### config.mk
export PLATFORM = sky130hd
export DESIGN_NAME = tprio_dram_arb
export DESIGN_NICKNAME = d
export VERILOG_FILES = /design/src/rtl/tprio_dram_arb.sv
export SDC_FILE = /design/constraint.sdc
export NUM_CORES = 1
export LEC_CHECK = 0
export ABC_AREA = 1
export BUFFER_PORTS_ARGS = -buffer_cell sky130_fd_sc_hd__buf_4
export CAP_MARGIN = 20
export CORE_MARGIN = 2
export CORE_UTILIZATION = 55
export DETAILED_ROUTE_END_ITERATION = 10
export PLACE_DENSITY = 0.71
export SYNTH_ARGS = -nofsm -noshare
export SYNTH_HDL_FRONTEND = slang
export SYNTH_SLANG_ARGS = --single-unit
### constraint.sdc
create_clock -name clk -period 8.5 [get_ports clk]
set_clock_uncertainty 0.15 [all_clocks]
set_input_delay 1.275 -clock clk [delete_from_list [all_inputs] [get_ports clk]]
set_output_delay 1.275 -clock clk [all_outputs]
set_load 0.01 [all_outputs]
### src/rtl/tprio_dram_arb.sv
module tprio_dram_arb #(
  parameter int NAPP      = 4,
  parameter int NBANK     = 4,
  parameter int ROWW      = 8,
  parameter int TQD       = 4,
  parameter int DQD       = 4,
  parameter int CNTW      = 6,
  parameter int QMAX      = 8,
  parameter int EPOCH_LEN = 256
) (
  input  logic                     clk,
  input  logic                     rst_n,
  input  logic                     xlat_valid,
  input  logic [$clog2(NAPP)-1:0]  xlat_app,
  input  logic [$clog2(NBANK)-1:0] xlat_bank,
  input  logic [ROWW-1:0]          xlat_row,
  output logic                     xlat_ready,
  input  logic                     data_valid,
  input  logic [$clog2(NAPP)-1:0]  data_app,
  input  logic [$clog2(NBANK)-1:0] data_bank,
  input  logic [ROWW-1:0]          data_row,
  output logic                     data_ready,
  input  logic                     walk_start_valid,
  input  logic [$clog2(NAPP)-1:0]  walk_start_app,
  input  logic                     walk_end_valid,
  input  logic [$clog2(NAPP)-1:0]  walk_end_app,
  input  logic                     merge_valid,
  input  logic [$clog2(NAPP)-1:0]  merge_app,
  input  logic [CNTW-1:0]          merge_warps,
  input  logic                     issue_ready,
  output logic                     issue_valid,
  output logic [1:0]               issue_cls,
  output logic [$clog2(NAPP)-1:0]  issue_app,
  output logic [$clog2(NBANK)-1:0] issue_bank,
  output logic [ROWW-1:0]          issue_row
);
  localparam int AW  = $clog2(NAPP);
  localparam int BW  = $clog2(NBANK);
  localparam int TPW = $clog2(TQD);
  localparam int DPW = $clog2(DQD);
  localparam int TCW = $clog2(TQD + 1);
  localparam int DCW = $clog2(DQD + 1);
  localparam int QW  = $clog2(QMAX + 1);
  localparam int PW  = 2 * CNTW;
  localparam int SW  = PW + AW;
  localparam int NW  = QW + PW;
  localparam int DBW = $clog2(NW);
  localparam int EW  = $clog2(EPOCH_LEN);
  localparam int EWD = AW + BW + ROWW;
  localparam logic [1:0] CL_XL = 2'd0, CL_FV = 2'd1, CL_NM = 2'd2;

  logic [ROWW-1:0]  open_row [NBANK];
  logic [NBANK-1:0] open_vld;
  logic [EWD-1:0]   tq [TQD];
  logic [TPW-1:0]   tq_rd, tq_wr;
  logic [TCW-1:0]   tq_cnt;
  logic [EWD-1:0]   dq [2][DQD];
  logic [DCW-1:0]   dq_cnt [2];
  logic [DPW-1:0]   dq_sel [2];
  logic [1:0]       dq_push, dq_pop;
  logic [QW-1:0]    quota [NAPP];
  logic [AW-1:0]    cur, nxt;
  logic [QW-1:0]    fav_cnt;
  logic             fav_on, to_fav, tq_push, tq_pop, fire, adv;
  logic [EWD-1:0]   head;

  // ---------------- enqueue and class backpressure ----------------
  assign fav_on     = quota[cur] != '0;
  assign to_fav     = fav_on && (data_app == cur);
  assign xlat_ready = tq_cnt != TCW'(TQD);
  assign data_ready = to_fav ? (dq_cnt[0] != DCW'(DQD)) : (dq_cnt[1] != DCW'(DQD));
  assign tq_push    = xlat_valid && xlat_ready;
  assign dq_push    = {data_valid && data_ready && !to_fav, data_valid && data_ready && to_fav};

  // ---------------- row-hit-first selection ----------------
  always_comb begin
    for (int q = 0; q < 2; q++) begin
      dq_sel[q] = '0;
      for (int i = DQD - 1; i >= 0; i--)
        if (i < int'(dq_cnt[q]) && open_vld[dq[q][i][ROWW +: BW]] &&
            open_row[dq[q][i][ROWW +: BW]] == dq[q][i][ROWW-1:0])
          dq_sel[q] = DPW'(i);
    end
  end

  // ---------------- strict priority issue ----------------
  assign issue_valid = (tq_cnt != '0) || (dq_cnt[0] != '0) || (dq_cnt[1] != '0);
  always_comb begin
    if (tq_cnt != '0) begin
      head = tq[tq_rd]; issue_cls = CL_XL;
    end else if (dq_cnt[0] != '0) begin
      head = dq[0][dq_sel[0]]; issue_cls = CL_FV;
    end else begin
      head = dq[1][dq_sel[1]]; issue_cls = CL_NM;
    end
  end
  assign {issue_app, issue_bank, issue_row} = head;
  assign fire      = issue_valid && issue_ready;
  assign tq_pop    = fire && (tq_cnt != '0);
  assign dq_pop[0] = fire && (tq_cnt == '0) && (dq_cnt[0] != '0);
  assign dq_pop[1] = fire && (tq_cnt == '0) && (dq_cnt[0] == '0);

  always_ff @(posedge clk or negedge rst_n)
    if (!rst_n) open_vld <= '0;
    else if (fire) begin
      open_vld[issue_bank] <= 1'b1;
      open_row[issue_bank] <= issue_row;
    end

  // ---------------- translation FIFO ----------------
  always_ff @(posedge clk or negedge rst_n)
    if (!rst_n) begin
      tq_rd <= '0; tq_wr <= '0; tq_cnt <= '0;
    end else begin
      if (tq_push) begin
        tq[tq_wr] <= {xlat_app, xlat_bank, xlat_row};
        tq_wr <= (tq_wr == TPW'(TQD - 1)) ? '0 : tq_wr + 1'b1;
      end
      if (tq_pop) tq_rd <= (tq_rd == TPW'(TQD - 1)) ? '0 : tq_rd + 1'b1;
      tq_cnt <= tq_cnt + TCW'(tq_push) - TCW'(tq_pop);
    end

  // ---------------- collapsing data queues, oldest at 0 ----------------
  always_ff @(posedge clk or negedge rst_n)
    if (!rst_n) begin
      dq_cnt[0] <= '0; dq_cnt[1] <= '0;
    end else begin
      for (int q = 0; q < 2; q++) begin
        for (int i = 0; i < DQD - 1; i++)
          if (dq_pop[q] && i >= int'(dq_sel[q])) dq[q][i] <= dq[q][i+1];
        if (dq_push[q])
          dq[q][DPW'(dq_cnt[q] - DCW'(dq_pop[q]))] <= {data_app, data_bank, data_row};
        dq_cnt[q] <= dq_cnt[q] + DCW'(dq_push[q]) - DCW'(dq_pop[q]);
      end
    end

  // ---------------- per-application metrics and epoch ----------------
  logic [CNTW-1:0] walks [NAPP];
  logic [CNTW-1:0] stall [NAPP];
  logic [EW-1:0]   epoch_cnt;
  logic            epoch_end;
  logic [PW-1:0]   prod_now [NAPP];
  logic [SW-1:0]   sum_now;

  assign epoch_end = epoch_cnt == EW'(EPOCH_LEN - 1);

  always_ff @(posedge clk or negedge rst_n)
    if (!rst_n) epoch_cnt <= '0;
    else        epoch_cnt <= epoch_end ? '0 : epoch_cnt + 1'b1;

  always_ff @(posedge clk or negedge rst_n)
    if (!rst_n) begin
      for (int a = 0; a < NAPP; a++) begin walks[a] <= '0; stall[a] <= '0; end
    end else if (epoch_end) begin
      for (int a = 0; a < NAPP; a++) begin walks[a] <= '0; stall[a] <= '0; end
    end else begin
      for (int a = 0; a < NAPP; a++) begin
        if (walk_start_valid && walk_start_app == AW'(a) &&
            !(walk_end_valid && walk_end_app == AW'(a)) && walks[a] != '1)
          walks[a] <= walks[a] + 1'b1;
        else if (walk_end_valid && walk_end_app == AW'(a) &&
                 !(walk_start_valid && walk_start_app == AW'(a)) && walks[a] != '0)
          walks[a] <= walks[a] - 1'b1;
        if (merge_valid && merge_app == AW'(a) && merge_warps > stall[a])
          stall[a] <= merge_warps;
      end
    end

  always_comb begin
    sum_now = '0;
    for (int a = 0; a < NAPP; a++) begin
      prod_now[a] = PW'(walks[a]) * PW'(stall[a]);
      sum_now = sum_now + SW'(prod_now[a]);
    end
  end

  // ---------------- sequential quota divider ----------------
  logic            div_busy;
  logic [AW-1:0]   div_idx;
  logic [DBW-1:0]  div_bit;
  logic [SW-1:0]   rem, rem_nx, sum_snap;
  logic [NW-1:0]   quo, quo_nx, dvd;
  logic [PW-1:0]   prod_snap [NAPP];
  logic [SW:0]     rem_sh;
  logic            ge;

  assign dvd    = NW'(prod_snap[div_idx]) * NW'(QMAX);
  assign rem_sh = {rem, dvd[div_bit]};
  assign ge     = (sum_snap != '0) && (rem_sh >= {1'b0, sum_snap});
  assign rem_nx = ge ? SW'(rem_sh - {1'b0, sum_snap}) : SW'(rem_sh);
  assign quo_nx = {quo[NW-2:0], ge};

  always_ff @(posedge clk or negedge rst_n)
    if (!rst_n) begin
      div_busy <= 1'b0; div_idx <= '0; div_bit <= '0;
      rem <= '0; quo <= '0; sum_snap <= '0;
      for (int a = 0; a < NAPP; a++) begin quota[a] <= '0; prod_snap[a] <= '0; end
    end else if (epoch_end && !div_busy) begin
      div_busy <= 1'b1; div_idx <= '0; div_bit <= DBW'(NW - 1);
      rem <= '0; quo <= '0; sum_snap <= sum_now;
      for (int a = 0; a < NAPP; a++) prod_snap[a] <= prod_now[a];
    end else if (div_busy) begin
      rem <= rem_nx; quo <= quo_nx;
      if (div_bit == '0) begin
        quota[div_idx] <= QW'(quo_nx);
        rem <= '0; quo <= '0; div_bit <= DBW'(NW - 1);
        if (div_idx == AW'(NAPP - 1)) div_busy <= 1'b0;
        else div_idx <= div_idx + 1'b1;
      end else div_bit <= div_bit - 1'b1;
    end

  // ---------------- favoured-turn rotation ----------------
  always_comb begin
    nxt = cur;
    for (int k = NAPP; k >= 1; k--)
      if (quota[AW'((int'(cur) + k) % NAPP)] != '0) nxt = AW'((int'(cur) + k) % NAPP);
  end

  assign adv = !fav_on || (dq_push[0] && ((QW+1)'(fav_cnt) + 1'b1 >= {1'b0, quota[cur]}));

  always_ff @(posedge clk or negedge rst_n)
    if (!rst_n) begin
      cur <= '0; fav_cnt <= '0;
    end else if (adv) begin
      cur <= nxt; fav_cnt <= '0;
    end else if (dq_push[0]) fav_cnt <= fav_cnt + 1'b1;

  // ---------------- assertions ----------------

  tq_bound_chk: assert property (@(posedge clk) disable iff (!rst_n)
    tq_cnt <= TCW'(TQD));


  fav_drain_chk: assert property (@(posedge clk) disable iff (!rst_n)
    (dq_cnt[0] != '0 && tq_cnt == '0 && issue_ready && !dq_push[0])
      |=> dq_cnt[0] == $past(dq_cnt[0]) - 1'b1);


  hold_chk: assert property (@(posedge clk) disable iff (!rst_n)
    (issue_valid && !issue_ready) |=> issue_valid);


  quota_bound_chk: assert property (@(posedge clk) disable iff (!rst_n)
    (div_busy && div_bit == '0) |=> quota[$past(div_idx)] <= QW'(QMAX));


  walk_inc_chk: assert property (@(posedge clk) disable iff (!rst_n)
    (walk_start_valid && !(walk_end_valid && walk_end_app == walk_start_app) &&
     !epoch_end && walks[walk_start_app] != '1)
      |=> walks[$past(walk_start_app)] == $past(walks[walk_start_app]) + 1'b1);
endmodule

# --- Word level (Yosys, flattened, before mapping) ---
# Memories as Yosys holds them, arrays and structs flattened.
# Index checks and enable logic that the tools add are counted.
totals:
  ff_bits: 181
  ram_bits: 176
  in_bits: 44
  out_inout_bits: 17
  elab_cells: 553
  n_memories: 3
memory_table:
  columns: ["name", "words", "word_bits", "read_ports", "rd_ports_with_merged_regs", "wr", "line_no", "rtl"]
  rows:
  - ["dq", 2, 48, 2, 0, 2, "57", "logic [EWD-1:0] dq [2][DQD];"]
  - ["tq", 4, 12, 1, 0, 1, "54", "logic [EWD-1:0] tq [TQD];"]
  - ["open_row", 4, 8, 8, 0, 1, "52", "logic [ROWW-1:0] open_row [NBANK];"]
classes:
  addsub: 31
  mul: 4
  order_cmp: 44
  eq_ne: 30
  mux: 197
  bitwise_logic: 84
  n_reduce_logical: 129
ops:
  columns: ["cell", "n"]
  rows:
  - ["$mux W12", 10]
  - ["$mux W1", 105]
  - ["$mux W48", 2]
  - ["$logic_and A1 B1 Y1", 81]
  - ["$bmux W12 S2", 3]
  - ["$mux W6", 12]
  - ["$or A1 B1 Y1", 72]
  - ["$eq A8 B8 Y1", 8]
  - ["$mux W4", 16]
  - ["$mux W14", 4]
  - ["$demux W12 S2", 2]
  - ["$mul A6 B6 Y12", 4]
  - ["$mux W24", 2]
  - ["$bmux W4 S2", 5]
  - ["$mux W2", 20]
  - ["$lt A2 B3 Y1 const B", 9]
  - ["$add A6 B1 Y6 const B", 4]
  - ["$gt A6 B6 Y1", 4]
  - ["$ne A6 B6 Y1 const B", 4]
  - ["$reduce_bool A4 Y1", 6]
  - ["$reduce_bool A6 Y1", 4]
  - ["$sub A6 B1 Y6 const B", 4]
  - ["$reduce_bool A3 Y1", 7]
  - ["$eq A2 B2 Y1 const B", 9]
  - ["49 further kinds", 122]

# --- Logic depth before layout (Yosys ltp) ---
# An unclocked memory read counts as a cell.
logic_depth:
  word_depth: 20
  mapped_depth: 28
  depth_no_buf: 27

# --- Worst setup path after synthesis ---
# No wires, ideal clock.
synth_path:
  path_kind: "register -> register"
  startpoint: "register walks[2] in the netlist's numbering"
  endpoint: "register sum_snap[12]"
  setup_time_ns: 0.134
  arrival_ns: 5.476
  t_required_ns: 8.216
  path_slack_ns: 2.740
  path_stages_with_launch: 27
  path_cell_list: "dfrtp_1 > clkbuf_1 > nand2_1 > inv_1 > fa_1 > fa_1 > inv_1 > fa_1 > inv_1 > ha_1 > a21oi_1 > o21ai_0 > a21oi_1 > inv_1 > a21oi_1 > xor2_1 > fa_1 > inv_1 > fa_1 > inv_1 > ha_1 > nand2_1 > o21ai_0 > a21oi_1 > o21ai_0 > xnor2_1 > o21ai_0"
synth_rtl:
  columns: ["item", "line_no", "rtl"]
  rows:
  - ["from (decl)", "138", "logic [CNTW-1:0] walks [NAPP];"]
  - ["from (signal, indexed assignment)", "160", "walks[a] <= walks[a] + 1'b1;"]
  - ["from (signal, indexed assignment)", "163", "walks[a] <= walks[a] - 1'b1;"]
  - ["to (signal assigned)", "196", "rem <= '0; quo <= '0; sum_snap <= '0;"]
  - ["to (signal assigned)", "200", "rem <= '0; quo <= '0; sum_snap <= sum_now;"]
  - ["to (decl)", "181", "logic [SW-1:0] rem, rem_nx, sum_snap;"]

==> reports/results.tsv <==
stage	metric	value	unit
logic_synthesis	Synth Cell Area	26800	um2
cts	CTS buffer count	41	
cells_and_area	layout cells sized above 1	6.03	%
placed_design	# port buffers	60	
grt	largest net degree at the start of global routing	153	
drt	DR vias	23300	
logic_synthesis	Net Count, Synth	3773	
logic_synthesis	FFs w/ async S/R, synth	50.7	%
worst_setup_path	Max stage delay on crit path	0.82	ns
logic_synthesis	most common cell in the synthesized netlist	nand2_1	
outcome	status	finished, final reports clean	
sta	max_slew headroom	24.3	%
cts	clock latency on the worst-skew pair	0.60	ns
cts	clk sinks	357	
placed_design	post-detail-place hpwl	58700	um
grt	vias in the first global route	22700	
placed_design	Placement Cell Area	27500	um2
worst_setup_path	critical path arrival	4.99	ns
sta	Tightest Pin Transition	1.13	ns
sta	Setup TNS Final	0	ns
job	# Max-Cap Violations	0	
cts	Root Buffer	clkbuf_16	
die	Die X	225	um
drt	DR pass1 iterations	5	
cts	clock slew at reported path FFs	0.06	ns
cells_and_area	ANT cells	0	
logic_synthesis	Yosys top cell by area	edfxtp_1	
logic_synthesis	average size of a mapped cell	7.75	um2
cells_and_area	Finished Cell Area	28900	um2
sta	Max Clk Rate	156	MHz
cts	clk buf depth	3	
drt	WL final	79200	um
cts	post-cts resize count	0	
die	Die H	225	um
die	io pins	61	
sta	Min Clock Period, post-route	6.42	ns
logic_synthesis	Area contributors post-synth	edfxtp_1, dfrtp_1, nand2_1, ha_1, fa_1	
drt	initial DRC count	2157	
logic_synthesis	Yosys cell types	55	
worst_setup_path	Setup CP Type	reg2out	
sta	crit share post-route	75.5	%
grt	total track usage	31.9	%
die	total die area	50500	um2
worst_hold_path	worst hold path type	reg2reg	
drt	vias per cell	5.72	
drt	post-route ant nets	0	
logic_synthesis	cells after synthesis	3454	
grt	GR Overflow Total	0	
sta	RSZ-0062 raised after global routing	false	
logic_synthesis	sequential area share after synthesis	36.6	%
die	# rows	80	
die	Placeable Area	47900	um2
cts	hold buffer count at cts	0	
sta	final-report max-slew violation count	0	
cts	Max H-tree Level	2	
cts	CTS tree	built	
drt	drc violations	0	
worst_setup_path	critical path capture point type	output pin	
logic_synthesis	commonest register cell after synthesis	dfrtp_1	
cts	Setup Buffers After CTS	0	
worst_setup_path	crit path launch type	register	
logic_synthesis	area share of the largest cell type after synthesis	19.7	%
placed_design	GPL Wtd Cong	1.00	
sta	Final setup viols	0	
die	Starting Density	55.9	%
cells_and_area	Fillers	4306	
sta	final-report hold violation count	0	
worst_setup_path	cell mode on critical path	nand2_1	
worst_setup_path	CP max stage cell	edfxtp_1	
grt	first-pass GRT wire length	124000	um
worst_setup_path	crit path cell chain	inv_2, nand2_1, nand3_1, nand2_1, xor2_1, nand2_1, nor2_1, nand4_1, nand2_1, nand2_1, inv_2, nor2_4, nand2_1, nand2_1, o21ai_0, nand3_1, buf_4	
logic_synthesis	Synth top cells by count	nand2_1, inv_1, nand3_1	
logic_synthesis	EDFF count, synth	176	
worst_setup_path	critical path required time	7.07	ns
worst_setup_path	Worst Path Max Fanout	23	
cells_and_area	layout overhead on the synthesized area	7.81	%
grt	antenna violations before repair	0	
logic_synthesis	Yosys reg bits	357	
logic_synthesis	yosys warns	0	
cells_and_area	final net count	3750	
drt	Routed WL per cell	19.4	um
-- critical path: cells and delay by family (launching register included) --
family,cells,cell delay [ns]
AND/OR/NAND/NOR,12,1.92
XOR/XNOR,1,0.15
flip-flops,1,0.82
buffers and inverters,3,0.82
AO/OA/AOI/OAI,1,0.66
-- final cells by class --
| type | count | area [um2] | share of cell area, % |
|---|---|---|---|
| clock buffers | 53 | 1130 | 3.92 |
| clock inverters | 23 | 251 | 0.871 |
| inverters | 504 | 1900 | 6.57 |
| multi-input cells | 2444 | 14400 | 49.7 |
| flip-flops and latches | 357 | 9810 | 34.0 |
| well taps | 615 | 769 | 2.67 |
| repair buffers | 83 | 654 | 2.27 |
-- logic make-up (layout without fill, tap and decap cells) --
logic type,after synthesis,in the layout,share of synthesized area [%]
compound gates,557,557,11.1
xor+xnor,93,93,3.04
fa+ha+maj,275,275,15.7
buf+inv,653,663,9.82
flops,357,357,36.6
mux,4,4,0.168
simple gates,1515,1515,23.6
-- routing by layer --
metal | share of wire (%) | track usage (%) | routed length [um] | up-vias
met5 | 0 | 0 | 0 | -
met4 | 7.2 | 19.8 | 5670 | 0
met3 | 7.7 | 4.69 | 6100 | 224
met2 | 46 | 52.4 | 36800 | 939
met1 | 39 | 40.0 | 30600 | 11000
li1 | - | - | - | 11100
-- stage by stage --
stage          util, %  std cells  hold WS [ns]  setup slack [ns]
6_report          60.2       4079         0.310              2.08
3_3_place_gp      57.3       4000         0.296              2.30
3_5_place_dp      57.3       4001         0.306              2.28
4_1_cts           60.2       4077         0.313              2.25
5_1_grt           60.2       4079         0.331              1.84
2_1_floorplan        -       3454         0.283              2.74
-- layout by cell type (no fill, tap or decap), types with 6 or more instances in the layout --
master / n
a21oi_1: 118
buf_4: 80
clkbuf_1: 6
clkbuf_16: 41
clkbuf_8: 7
clkinv_1: 10
clkinv_2: 7
dfrtp_1: 181
edfxtp_1: 176
fa_1: 100
ha_1: 175
inv_1: 476
inv_2: 20
nand2_1: 1000
nand3_1: 266
nand3_2: 7
nand3b_1: 8
nand4_1: 15
nor2_1: 163
nor2_2: 6
nor2_4: 6
nor3_1: 19
nor4_1: 6
o211ai_1: 16
o21ai_0: 263
o21ai_1: 94
o21bai_1: 6
o22ai_1: 33
xnor2_1: 16
xor2_1: 77
-- sequential cells by signal, indices dropped and copies added, names as in the netlist, 6 cells and up --
signal,flops
sum_snap,14
prod_snap,48
rem,14
tq,48
dq,96
walks,24
quota,16
dq_cnt,6
open_row,32
stall,24
epoch_cnt,8
-- final timing paths --
check                             start             to  slack [ns]  cells after the start
min reg2reg                epoch_cnt[0]   epoch_cnt[0]        0.31                      1
min in group asynchronous         rst_n       walks[3]        0.46                      1
max in group asynchronous         rst_n  prod_snap[43]        6.59                      2
max reg2reg                    walks[9]   sum_snap[12]        2.31                     25
min                        epoch_cnt[0]   epoch_cnt[0]        0.31                      1
max                           dq[1][32]   issue_row[1]        2.08                     17
Power is not shown: default switching activity piles up to over one toggle a cycle in this logic, so the estimate is an artifact.
